$ cat src/rtl/fpc_pkg.sv
// Package: shared types and field positions for the predicate compare unit.
// Assumes the function field layout described in the brief.
package fpc_pkg;

    // Position of each control bit inside the function field
    localparam int FN_W       = 6;
    localparam int FN_SIG_BIT = 3;
    localparam int FN_NEG_BIT = 4;
    localparam int FN_RSV_BIT = 5;

    // Classification of one operand
    typedef struct packed {
        logic sign;
        logic is_zero;
        logic is_nan;
        logic is_snan;
    } fpc_class_t;

    // One-hot outcome of ordering two operands (also used as an accept set)
    typedef struct packed {
        logic lt;
        logic eq;
        logic gt;
        logic un;
    } fpc_rel_t;

endpackage

$ cat src/rtl/fpc_classify.sv
// Module: fpc_classify
// Classifies one IEEE-754 value of width W with EW exponent bits.
// Assumes the standard layout: sign at the top, then exponent, then fraction,
// with the top fraction bit set for quiet NaNs.
module fpc_classify #(
    parameter int W  = 32,
    parameter int EW = 8
) (
    input  logic [W-1:0]           val,
    output fpc_pkg::fpc_class_t    cls
);
    localparam int FW = W - 1 - EW;

    logic [EW-1:0] expo;
    logic [FW-1:0] frac;

    assign expo = val[W-2 -: EW];
    assign frac = val[FW-1:0];

    // Derive the class flags from the exponent and fraction fields
    always_comb begin
        cls.sign    = val[W-1];
        cls.is_zero = (expo == '0) && (frac == '0);
        cls.is_nan  = (expo == '1) && (frac != '0);
        cls.is_snan = (expo == '1) && (frac != '0) && !frac[FW-1];
    end

endmodule

$ cat src/rtl/fpc_order.sv
// Module: fpc_order
// Orders two W-bit IEEE-754 values: exactly one of lt/eq/gt/un is set.
// Assumes both values use the same format. Ordered values are compared
// through an unsigned key in which negative numbers are bit-inverted and
// positive numbers have the top bit forced high. Signed zeros are caught
// before the key compare.
module fpc_order #(
    parameter int W  = 32,
    parameter int EW = 8
) (
    input  logic [W-1:0]         opa,
    input  logic [W-1:0]         opb,
    output fpc_pkg::fpc_rel_t    rel,
    output logic                 any_nan,
    output logic                 any_snan
);
    fpc_pkg::fpc_class_t cls_a;
    fpc_pkg::fpc_class_t cls_b;
    logic [W-1:0]        key_a;
    logic [W-1:0]        key_b;

    fpc_classify #(.W(W), .EW(EW)) u_cls_a (.val(opa), .cls(cls_a));
    fpc_classify #(.W(W), .EW(EW)) u_cls_b (.val(opb), .cls(cls_b));

    // Map each operand to a monotonic unsigned key
    always_comb begin
        key_a = cls_a.sign ? ~opa : {1'b1, opa[W-2:0]};
        key_b = cls_b.sign ? ~opb : {1'b1, opb[W-2:0]};
    end

    // Pick the single relation that holds for the pair
    always_comb begin
        rel      = '0;
        any_nan  = cls_a.is_nan  | cls_b.is_nan;
        any_snan = cls_a.is_snan | cls_b.is_snan;
        if (any_nan)
            rel.un = 1'b1;
        else if (cls_a.is_zero && cls_b.is_zero)
            rel.eq = 1'b1;
        else if (key_a < key_b)
            rel.lt = 1'b1;
        else if (key_a > key_b)
            rel.gt = 1'b1;
        else
            rel.eq = 1'b1;
    end

endmodule

$ cat src/rtl/fpc_decode.sv
// Module: fpc_decode
// Turns the packed function field into the set of relations that make the
// predicate true, a signaling flag and an illegal-encoding flag.
// Assumes the positive-group code bits directly name unordered (bit 0),
// equal (bit 1) and less (bit 2).
module fpc_decode (
    input  logic [fpc_pkg::FN_W-1:0] func,
    output fpc_pkg::fpc_rel_t        accept,
    output logic                     signaling,
    output logic                     illegal
);
    import fpc_pkg::*;

    logic [2:0] code;
    logic       negated;

    assign code      = func[2:0];
    assign negated   = func[FN_NEG_BIT];
    assign signaling = func[FN_SIG_BIT];

    // Build the accept set and flag reserved encodings
    always_comb begin
        accept  = '0;
        illegal = func[FN_RSV_BIT];
        if (!negated) begin
            accept.un = code[0];
            accept.eq = code[1];
            accept.lt = code[2];
        end else begin
            unique case (code)
                3'd1: begin
                    accept.lt = 1'b1;
                    accept.gt = 1'b1;
                    accept.eq = 1'b1;
                end
                3'd2: begin
                    accept.lt = 1'b1;
                    accept.gt = 1'b1;
                    accept.un = 1'b1;
                end
                3'd3: begin
                    accept.lt = 1'b1;
                    accept.gt = 1'b1;
                end
                default: illegal = 1'b1;
            endcase
        end
    end

endmodule

$ cat src/rtl/fp_pred_cmp.sv
// Module: fp_pred_cmp (top)
// Registered floating-point predicate compare. Each operation is strobed by
// in_valid. One cycle later out_done pulses, together with an all-ones or
// all-zeros mask, the invalid cause, the sticky invalid flag and the illegal
// flag. Assumes single-precision operands sit in the low SW bits of each
// operand word. An illegal encoding leaves the mask register untouched.
module fp_pred_cmp #(
    parameter int DW  = 64,
    parameter int DEW = 11,
    parameter int SW  = 32,
    parameter int SEW = 8
) (
    input  logic                      clk,
    input  logic                      rst_n,
    input  logic                      in_valid,
    input  logic                      in_dbl,
    input  logic [fpc_pkg::FN_W-1:0]  in_func,
    input  logic [DW-1:0]             in_opa,
    input  logic [DW-1:0]             in_opb,
    output logic                      out_done,
    output logic [DW-1:0]             out_mask,
    output logic                      out_inv_cause,
    output logic                      out_inv_sticky,
    output logic                      out_illegal
);
    import fpc_pkg::*;

    localparam int NFMT = 2;
    localparam int FMT_W  [NFMT] = '{SW, DW};
    localparam int FMT_EW [NFMT] = '{SEW, DEW};
    localparam logic [DW-1:0] SGL_ONES = {{(DW-SW){1'b0}}, {SW{1'b1}}};

    fpc_rel_t rel_f   [NFMT];
    logic     nan_f   [NFMT];
    logic     snan_f  [NFMT];

    // One ordering datapath per format
    for (genvar g = 0; g < NFMT; g++) begin : g_fmt
        fpc_order #(.W(FMT_W[g]), .EW(FMT_EW[g])) u_order (
            .opa      (in_opa[FMT_W[g]-1:0]),
            .opb      (in_opb[FMT_W[g]-1:0]),
            .rel      (rel_f[g]),
            .any_nan  (nan_f[g]),
            .any_snan (snan_f[g])
        );
    end

    fpc_rel_t accept;
    logic     signaling;
    logic     illegal;

    fpc_decode u_decode (
        .func      (in_func),
        .accept    (accept),
        .signaling (signaling),
        .illegal   (illegal)
    );

    fpc_rel_t      rel_sel;
    logic          nan_sel;
    logic          snan_sel;
    logic          pred;
    logic          invalid;
    logic [DW-1:0] mask_next;

    // Select the active format and evaluate predicate and exception
    always_comb begin
        rel_sel   = in_dbl ? rel_f[1]  : rel_f[0];
        nan_sel   = in_dbl ? nan_f[1]  : nan_f[0];
        snan_sel  = in_dbl ? snan_f[1] : snan_f[0];
        pred      = (rel_sel.lt & accept.lt) | (rel_sel.eq & accept.eq) |
                    (rel_sel.gt & accept.gt) | (rel_sel.un & accept.un);
        invalid   = signaling ? nan_sel : snan_sel;
        mask_next = !pred ? '0 : (in_dbl ? {DW{1'b1}} : SGL_ONES);
    end

    // Done strobe: one pulse per accepted operation
    always_ff @(posedge clk) begin
        if (!rst_n) out_done <= 1'b0;
        else        out_done <= in_valid;
    end

    // Mask register: written only by legal operations
    always_ff @(posedge clk) begin
        if (!rst_n)                   out_mask <= '0;
        else if (in_valid && !illegal) out_mask <= mask_next;
    end

    // Per-operation status: illegal flag and invalid cause
    always_ff @(posedge clk) begin
        if (!rst_n) begin
            out_illegal   <= 1'b0;
            out_inv_cause <= 1'b0;
        end else if (in_valid) begin
            out_illegal   <= illegal;
            out_inv_cause <= invalid && !illegal;
        end
    end

    // Sticky invalid flag: accumulates until reset
    always_ff @(posedge clk) begin
        if (!rst_n)
            out_inv_sticky <= 1'b0;
        else if (in_valid && !illegal && invalid)
            out_inv_sticky <= 1'b1;
    end

endmodule

$ cat config.mk
export PLATFORM = sky130hd
export DESIGN_NAME = fp_pred_cmp
export DESIGN_NICKNAME = d
export VERILOG_FILES = /design/src/rtl/fpc_pkg.sv /design/src/rtl/fpc_classify.sv /design/src/rtl/fpc_order.sv /design/src/rtl/fpc_decode.sv /design/src/rtl/fp_pred_cmp.sv
export SDC_FILE = /design/constraint.sdc
export NUM_CORES = 1
export LEC_CHECK = 0
export ABC_CLOCK_PERIOD_IN_PS = 6400
export BUFFER_PORTS_ARGS = -buffer_cell sky130_fd_sc_hd__buf_4
export CAP_MARGIN = 10
export CORE_MARGIN = 3
export CORE_UTILIZATION = 40
export CTS_CLUSTER_DIAMETER = 40
export DETAILED_ROUTE_END_ITERATION = 10
export PLACE_DENSITY = 0.67
export SLEW_MARGIN = 40
export SYNTH_ARGS = -nofsm -noshare
export SYNTH_HDL_FRONTEND = slang
export SYNTH_HIERARCHICAL = 1
export SYNTH_SLANG_ARGS = --single-unit
$ cat constraint.sdc
create_clock -name clk -period 6.4 [get_ports clk]
set_input_delay 1.92 -clock clk [delete_from_list [all_inputs] [get_ports clk]]
set_output_delay 1.92 -clock clk [all_outputs]
set_load 0.01 [all_outputs]
==> results of run 1 <==
registers in the layout, summed over array words and instances, names as in the netlist:
name            cells
out_done            1
out_illegal         1
out_inv_cause       1
out_inv_sticky      1
out_mask            2
per-stage QoR:
| stage | hold slack (ps) | instances |
|---|---|---|
| detailed placement | 481.7 | 968 |
| global route | 553.6 | 971 |
| global placement | 471.8 | 968 |
| floorplan | 504.7 | 676 |
| CTS | 506.5 | 971 |
| finish | 509.6 | 971 |
layout make-up:
class                           instances  area, µm²
Clock buffer                            3      75.07
Fill cell                            1364       6638
Inverter                                4      15.01
Multi-Input combinational cell        574       4817
Sequential cell                         6      122.6
Tap cell                              176      220.2
Timing Repair Buffer                  208       1565
critical path, delay by kind of cell:
kind / cells / cell delay [ps]
compound gates: 9 / 1560
buf+inv: 2 / 900
mux: 1 / 280
fa+ha+maj: 1 / 270
xor+xnor: 1 / 140
placed cells by master, fill, tap and decap left out, types with 3 or more instances in the layout:
| master | instances |
|---|---|
| a2111oi_0 | 3 |
| a211oi_1 | 4 |
| a21o_1 | 11 |
| a21oi_1 | 47 |
| and4_1 | 12 |
| buf_4 | 207 |
| clkbuf_16 | 3 |
| dfxtp_1 | 4 |
| ha_1 | 96 |
| inv_1 | 4 |
| mux2i_1 | 4 |
| nand2_1 | 28 |
| nand3_1 | 15 |
| nand4_1 | 25 |
| nand4_4 | 3 |
| nor2_1 | 12 |
| nor3_1 | 11 |
| nor4_1 | 42 |
| nor4_2 | 4 |
| o21ai_0 | 12 |
| or2_2 | 5 |
| or4_4 | 3 |
| xnor2_1 | 94 |
| xor2_1 | 94 |
layer usage:
metal | vias up | track usage (%) | share of wire (%)
met5 | - | 0 | 0
met4 | 0 | 1.574 | 0.46
met3 | 6 | 1.181 | 6.0
met2 | 152 | 33.68 | 48
met1 | 2388 | 28.08 | 46
li1 | 2655 | - | -
final timing paths:
path                                       end  slack [ps]  cells past startpoint
worst max-delay path              out_mask[62]        1400                     14
worst min-delay path            out_inv_sticky         510                      2
worst max register to register    out_mask[62]        5460                      1
worst min register to register  out_inv_sticky         510                      2
report_power, final:
group / internal, mW / total (mW) / leakage (nW) / switching, mW
logic: 0.266 / 0.557 / 2.96 / 0.291
registers: 0.0391 / 0.0434 / 0.0499 / 0.00434
clock network: 0.0802 / 0.101 / 0.0370 / 0.0208
kinds of logic after synthesis:
kind of cell	after synthesis
buf+inv	96
flops	6
compound gates	98
simple gates	183
fa+ha+maj	96
mux	9
xor+xnor	188
==> flow_summary.ini, run 1 <==
[cts]
clock-root-buffer = clkbuf_16
cts_tree = yes
ctsHoldBuffers = 0
cts_setup_buffers = 0
clkTransAtPathRegs_ps = 30
clkSinkCount = 6
htree_levels = 1
post_cts_resized = 0
clk_path_buf_depth = 2
cts_made_buffers = 3
worst_skew_pair.late_latency_ps = 230

[timing]
finClkSkew_ps = 0
drv_slew = 0
fin_tns_setup_ps = 0
max_freq_mhz = 200.0
slew_headroom_pct = 48.29
setup_viol = 0
fin_ws_ps = 1401
finalCritPeriodShare_pct = 78.11
finalHoldViolCount = 0
worst-slew-pin-transition_ps = 775.6
period_needed_ps = 4999
rsz0062_at_grt = no

[power]
total_power_mw = 0.7011
power_leakage_nw = 3.043
peakVddDrop_uv = 64.40
powerDensity_nw_per_um2 = 102.9

[setup_path]
worstPathRequired_ps = 6510
r2r-start = out_mask[62]
end_kind = register
critical_path.startpoint = in_opb[63]
startpoint_type = input port
crit_fanout = 50
crit_arrival_ps = 5110
path_common_cell = a21oi_1
cpMaxStageDelayCell = buf_4
slowest_delay_ps = 580
worst-setup-path-type = input port to register
crit_chain = buf_4, buf_4, xnor2_1, ha_1, a21oi_1, o21ai_0, a21oi_1, a31oi_4, a2111oi_4, a21oi_1, mux2_4, a22oi_2, a211oi_2, a32o_1

[synth]
yosys_most_used_dff = dfxtp_1
synth_top_area_share_pct = 21.53
syn-cell-area_um2 = 5579
ys_warn_count = 6
yosysSeqAreaShare_pct = 2.153
synth_xor_area_share_pct = 29.51
synth_top_area_cell = ha_1
ys_ff_latch = 6
syn-instance-count = 676
synth_simple_gate_area_share_pct = 21.33
synth.most_common_cell = ha_1
synth_edf_count = 0
synth_compound_area_share_pct = 11.91
synth_mux_area_share_pct = 2.063
synth_commonest_cells = 96 x ha_1, 94 x xnor2_1, 94 x xor2_1
synthArstFlopShare_pct = 0
syn-num-nets = 910
synth_cell_types = 62
synth_top_family_by_area = XOR/XNOR gates
synth.avg_cell_area_um2 = 8.253
synth_adder_area_share_pct = 21.53
synth_area_leaders = ha_1 22%, xnor2_1 15%, xor2_1 15%, buf_4 9.3%, nor4_1 4.7%

[die]
initial_core_util_pct = 41.47
dieArea_um2 = 15400
die_x_um = 124.1
ios = 206
row_count = 42
dieHeight_um = 124.1
coreArea_um2 = 13450

[detailed_routing]
ant_nets = 0
drc = 0
vias = 5201
drtIter0Drc = 284
avgRoutedWirePerCell_um = 16.54
firstDrtPassIters = 4
wirelength_um = 16060
vias_per_cell = 5.356

[min_path]
min_path_type = register to register
min-delay-start = out_inv_sticky

[place]
place_congestion = 0.8875
detailed_place.area_um2 = 6736
numPortBuffers = 205
hpwl_um = 13490
pre_cts_ws_ps = 1149

[final_layout]
synthToLayoutAreaGrowth_pct = 22.16
diodes = 0
fin_util_pct = 50.66
fin_nets = 1031
fin_area_um2 = 6815
drive_gt1_share_pct = 31.45

[global_route]
overflow = 0
antenna_found_initial = 0
grt_pass1_vias = 5068
grt_usage_pct = 19.61
grt_start_max_net_pins = 56
grt_pass1_wl_um = 24960

[flow_run]
cap_violations = 0

[status]
status = finished clean
Power figures use the tool's default switching activity.
==> run 2: changes to the inputs <==
--- a/config.mk
+++ b/config.mk
@@ -5,14 +5,14 @@
 export SDC_FILE = /design/constraint.sdc
 export NUM_CORES = 1
 export LEC_CHECK = 0
-export ABC_CLOCK_PERIOD_IN_PS = 6400
+export ABC_CLOCK_PERIOD_IN_PS = 4100
 export BUFFER_PORTS_ARGS = -buffer_cell sky130_fd_sc_hd__buf_4
 export CAP_MARGIN = 10
 export CORE_MARGIN = 3
 export CORE_UTILIZATION = 40
 export CTS_CLUSTER_DIAMETER = 40
 export DETAILED_ROUTE_END_ITERATION = 10
-export PLACE_DENSITY = 0.67
+export PLACE_DENSITY = 0.7
 export SLEW_MARGIN = 40
 export SYNTH_ARGS = -nofsm -noshare
 export SYNTH_HDL_FRONTEND = slang
==> constraint.sdc (replaced) <==
create_clock -name clk -period 4.1 [get_ports clk]
set_input_delay 1.23 -clock clk [delete_from_list [all_inputs] [get_ports clk]]
set_output_delay 1.23 -clock clk [all_outputs]
set_load 0.01 [all_outputs]
==> run 2 against run 1 <==
Against the previous run:
- total power grew 67%
- register-to-register slack got worse by 2300 ps
- critical path depth shrank 1
- setup slack worse by 1200 ps
- final cell count grew 4.6%
- via count up 6.1%
- non-clock buffer count rose by 45
- clock power up 54%
- combinational power up 70%
- critical path type unchanged
- largest power group unchanged
==> flow_summary.ini, run 2 (synthesis results as in run 1) <==
[cts]
clkSinkCount = 6
clkTransAtPathRegs_ps = 30
cts_made_buffers = 3
clk_path_buf_depth = 2
ctsHoldBuffers = 0
worst_skew_pair.late_latency_ps = 230
clock-root-buffer = clkbuf_16
cts_tree = yes
htree_levels = 1

[setup_path]
crit_chain = buf_6, xor2_1, ha_1, a21o_1, nand3_1, a21oi_1, or4_4, a2111oi_4, a21oi_1, mux2_4, a22oi_2, a211oi_2, a32o_1
critPathTopFamily = compound AO/OA/AOI/OAI gates
worstPathRequired_ps = 4210
cpMaxStageDelayCell = or4_4
crit_arrival_ps = 4050
crit_fanout = 21
startpoint_type = input port
slowest_delay_ps = 530
path_common_cell = a21oi_1
worst-setup-path-type = input port to register
end_kind = register
worstPathBufferInverterCount = 1

[die]
dieArea_um2 = 15400
coreArea_um2 = 13450
die_x_um = 124.1
initial_core_util_pct = 41.47
ios = 206
dieHeight_um = 124.1
row_count = 42

[final_layout]
drive_gt1_share_pct = 35.60
diodes = 0
top_register = out_mask
synthToLayoutAreaGrowth_pct = 29.54
fin_nets = 1076
final_common_cell = buf_4
stdcell_count = 1016
seq_area_um2 = 122.6
multi_input_area_um2 = 4842
largest_reg_flops = 2
final_cell_mix = 245 x buf_4, 96 x ha_1, 94 x xor2_1, 93 x xnor2_1, 47 x a21oi_1
fin_area_um2 = 7227
fin_util_pct = 53.72
nFillCells = 1320

[timing]
setup_viol = 0
fin_tns_setup_ps = 0
worst-slew-pin-transition_ps = 521.8
hold_slack_ps = 472.5
period_needed_ps = 3934
finClkSkew_ps = 0
drv_slew = 0
rsz0062_at_grt = no
finalHoldViolCount = 0
finalCritPeriodShare_pct = 95.96
fin_ws_ps = 165.6
slew_headroom_pct = 65.22
max_freq_mhz = 254.2

[place]
pre_cts_ws_ps = -139.2
place_congestion = 0.9565
detailed_place.area_um2 = 7092
hpwl_um = 15090
place_inst = 1012
numPortBuffers = 205

[global_route]
grt_pass1_vias = 5271
grt_start_max_net_pins = 34
grt_usage_pct = 21.57
overflow = 0
antenna_found_initial = 0
grt_pass1_wl_um = 26540

[detailed_routing]
firstDrtPassIters = 5
avgRoutedWirePerCell_um = 17.24
vias_per_cell = 5.431
drtIter0Drc = 270
ant_nets = 0
wirelength_um = 17520
vias = 5518
drc = 0

[flow_run]
cap_violations = 0

[min_path]
min_path_type = register to register

[power]
power_leakage_nw = 3.283
total_power_mw = 1.170
peakVddDrop_uv = 90.93
powerDensity_nw_per_um2 = 161.9

[status]
status = finished clean
run 2: final timing paths:
kind / startpoint / to / slack (ps) / cells after the start
setup / recovery: in_opa[63] / out_mask[62] / 170 / 13
hold / removal: out_inv_sticky / out_inv_sticky / 470 / 2
setup reg to reg: out_mask[62] / out_mask[62] / 3150 / 1
hold reg to reg: out_inv_sticky / out_inv_sticky / 470 / 2
run 2: power by group:
| group | total (mW) | switching, mW | internal [mW] | leakage [nW] |
|---|---|---|---|---|
| clock | 0.156 | 0.0310 | 0.125 | 0.0370 |
| sequential | 0.0679 | 0.00686 | 0.0610 | 0.0499 |
| combinational | 0.946 | 0.482 | 0.464 | 3.20 |
| total | 1.17 | 0.520 | 0.650 | 3.28 |
run 2: per-layer routing:
metal	up-vias	part of all wire [%]	GRT usage, %
met5	-	0	0
met4	0	1.8	4.244
met3	24	6.7	2.725
met2	207	47	36.49
met1	2547	44	29.47
li1	2740	-	-
run 2: cell type report:
type / instances / share of cell area, %
sequential: 6 / 1.697
multi-input combinational: 574 / 67.00
timing repair buffer: 253 / 27.01
inverter: 4 / 0.2078
tap: 176 / 3.047
clock buffer: 3 / 1.039
run 2: what timing repair did:
action,4_1_cts,5_1_grt
setup buffers,0,0
setup endpoints to repair,0,2
gates resized for setup,0,8
==> run 3: changes to the inputs <==
--- a/config.mk
+++ b/config.mk
@@ -8,7 +8,7 @@
 export ABC_CLOCK_PERIOD_IN_PS = 4100
 export BUFFER_PORTS_ARGS = -buffer_cell sky130_fd_sc_hd__buf_4
 export CAP_MARGIN = 10
-export CORE_MARGIN = 3
+export CORE_MARGIN = 10
 export CORE_UTILIZATION = 40
 export CTS_CLUSTER_DIAMETER = 40
 export DETAILED_ROUTE_END_ITERATION = 10
==> run 3 against run 2 <==
Against the previous run:
- critical path depth rose by 1
- core utilization fell by 1.2 points
- clock skew did not move
- sequential cell count did not move
- setup slack improved by 50 ps
- critical path type unchanged
- highest routed layer unchanged
==> flow_summary.ini, run 3 (synthesis results as in run 1) <==
[status]
status = finished clean

[final_layout]
synthToLayoutAreaGrowth_pct = 29.67
largest_reg_flops = 2
fin_nets = 1074
stdcell_count = 1018
final_cell_mix = 243 x buf_4, 96 x ha_1, 94 x xor2_1, 92 x xnor2_1, 46 x a21oi_1
nFillCells = 1358
drive_gt1_share_pct = 35.44
diodes = 0
top_register = out_mask
final_common_cell = buf_4

[timing]
rsz0062_at_grt = no
max_freq_mhz = 257.4
fin_ws_ps = 215.3
period_needed_ps = 3885
setup_viol = 0
finalHoldViolCount = 0
worst-slew-pin-transition_ps = 562.0
finClkSkew_ps = 0
slew_headroom_pct = 62.53
drv_slew = 0
finalCritPeriodShare_pct = 94.75

[die]
dieArea_um2 = 19070
initial_core_util_pct = 40.51
coreArea_um2 = 13770
row_count = 43
die_x_um = 138.1
ios = 206
dieHeight_um = 138.1

[detailed_routing]
drc = 0
drtIter0Drc = 329
avgRoutedWirePerCell_um = 18.38
firstDrtPassIters = 5
vias = 5440
vias_per_cell = 5.344
ant_nets = 0
wirelength_um = 18710

[global_route]
antenna_found_initial = 0
grt_pass1_wl_um = 29610
grt_usage_pct = 18.27
overflow = 0
grt_pass1_vias = 5676
grt_start_max_net_pins = 34

[place]
numPortBuffers = 205
hpwl_um = 16450
place_congestion = 0.9014
place_inst = 1015
pre_cts_ws_ps = -159.5

[setup_path]
reg2reg_slack_ps = 3110
cpMaxStageDelayCell = a2111oi_4
worstPathRequired_ps = 4210
r2r-start = out_mask[62]
slowest_delay_ps = 400
crit_arrival_ps = 3990
worst-setup-path-type = input port to register
end_kind = register
crit_fanout = 22
critical_path.startpoint = in_opa[63]
startpoint_type = input port
crit_chain = buf_8, buf_8, xor2_1, ha_1, a21o_1, a21oi_1, nor2b_1, o311a_1, a2111oi_4, a21oi_1, mux2_4, a22oi_2, a211oi_2, a32o_1

[cts]
clkTransAtPathRegs_ps = 30
clkSinkCount = 6
htree_levels = 1
cts_made_buffers = 3
cts_tree = yes
clk_path_buf_depth = 2
clock-root-buffer = clkbuf_16
worst_skew_pair.late_latency_ps = 220

[min_path]
min-delay-start = out_inv_sticky
min_path_type = register to register

[power]
power_leakage_nw = 3.287
powerDensity_nw_per_um2 = 160.0
peakVddDrop_uv = 124.8

[flow_run]
cap_violations = 0
run 3: changes by cell type in the layout (fill, tap and decap cells not counted), moves of 2 or more:
cell | previous run | this run
nor4_2 | 6 | 4
buf_8 | 0 | 4
buf_4 | 245 | 243
nor4_1 | 40 | 42
buf_6 | 6 | 1
buf_12 | 1 | 3
run 3: per-layer routing:
| metal | vias up | share of wire, % | GRT usage, % |
|---|---|---|---|
| met5 | - | 0 | 0 |
| met4 | 0 | 1.5 | 3.052 |
| met3 | 25 | 4.8 | 2.911 |
| met2 | 150 | 51 | 33.63 |
| met1 | 2535 | 43 | 21.84 |
| li1 | 2730 | - | - |
run 3: through the flow:
step                cell area [µm²]  setup TNS (ps)  hold slack, ps  utilization [%]  total power [mW]
finish                         7234               0           470.3            52.53             1.158
global route                   7234               0           507.9            52.53             1.275
CTS                            7189               0           477.4            52.20             1.159
detailed placement             7114          -283.9           468.0            51.65            0.9967
global placement               7112          -177.0           458.6            51.64            0.9818
floorplan                      5698          -24.83           504.7                -            0.6705
run 3: power breakdown:
group	switching (mW)	internal [mW]	leakage (nW)	total, mW
Combinational	0.479	0.457	3.20	0.936
Sequential	0.00682	0.0610	0.0499	0.0678
Clock	0.0293	0.125	0.0370	0.154
Total	0.515	0.643	3.29	1.16
run 3: cell type report:
class | instances | area (µm²) | area share (%)
Clock buffer | 3 | 75.07 | 1.038
Tap cell | 180 | 225.2 | 3.113
Multi-Input combinational cell | 574 | 4841 | 66.91
Inverter | 4 | 15.01 | 0.2075
Timing Repair Buffer | 251 | 1956 | 27.03
Sequential cell | 6 | 122.6 | 1.695
run 3: critical path: cells and delay by family:
family	cells	cell delay [ps]
xor gates and xnor gates	1	150
AOI/OAI and AO/OA	8	1630
adders and majority gates	1	260
muxes	1	270
buffers and inverters	2	380
and+or+nand+nor	1	60
run 3: worst paths after layout:
kind / cells after the start / endpoint
worst max register to register: 1 / out_mask[62]
worst min register to register: 2 / out_inv_sticky
worst max-delay path: 14 / out_mask[62]
worst min-delay path: 2 / out_inv_sticky
run 3: what timing repair did:
action / CTS / global route
buffers inserted: 0 / 0
resized for setup: 0 / 11
hold buffers: 0 / 0
endpoints found under the setup margin: 0 / 2
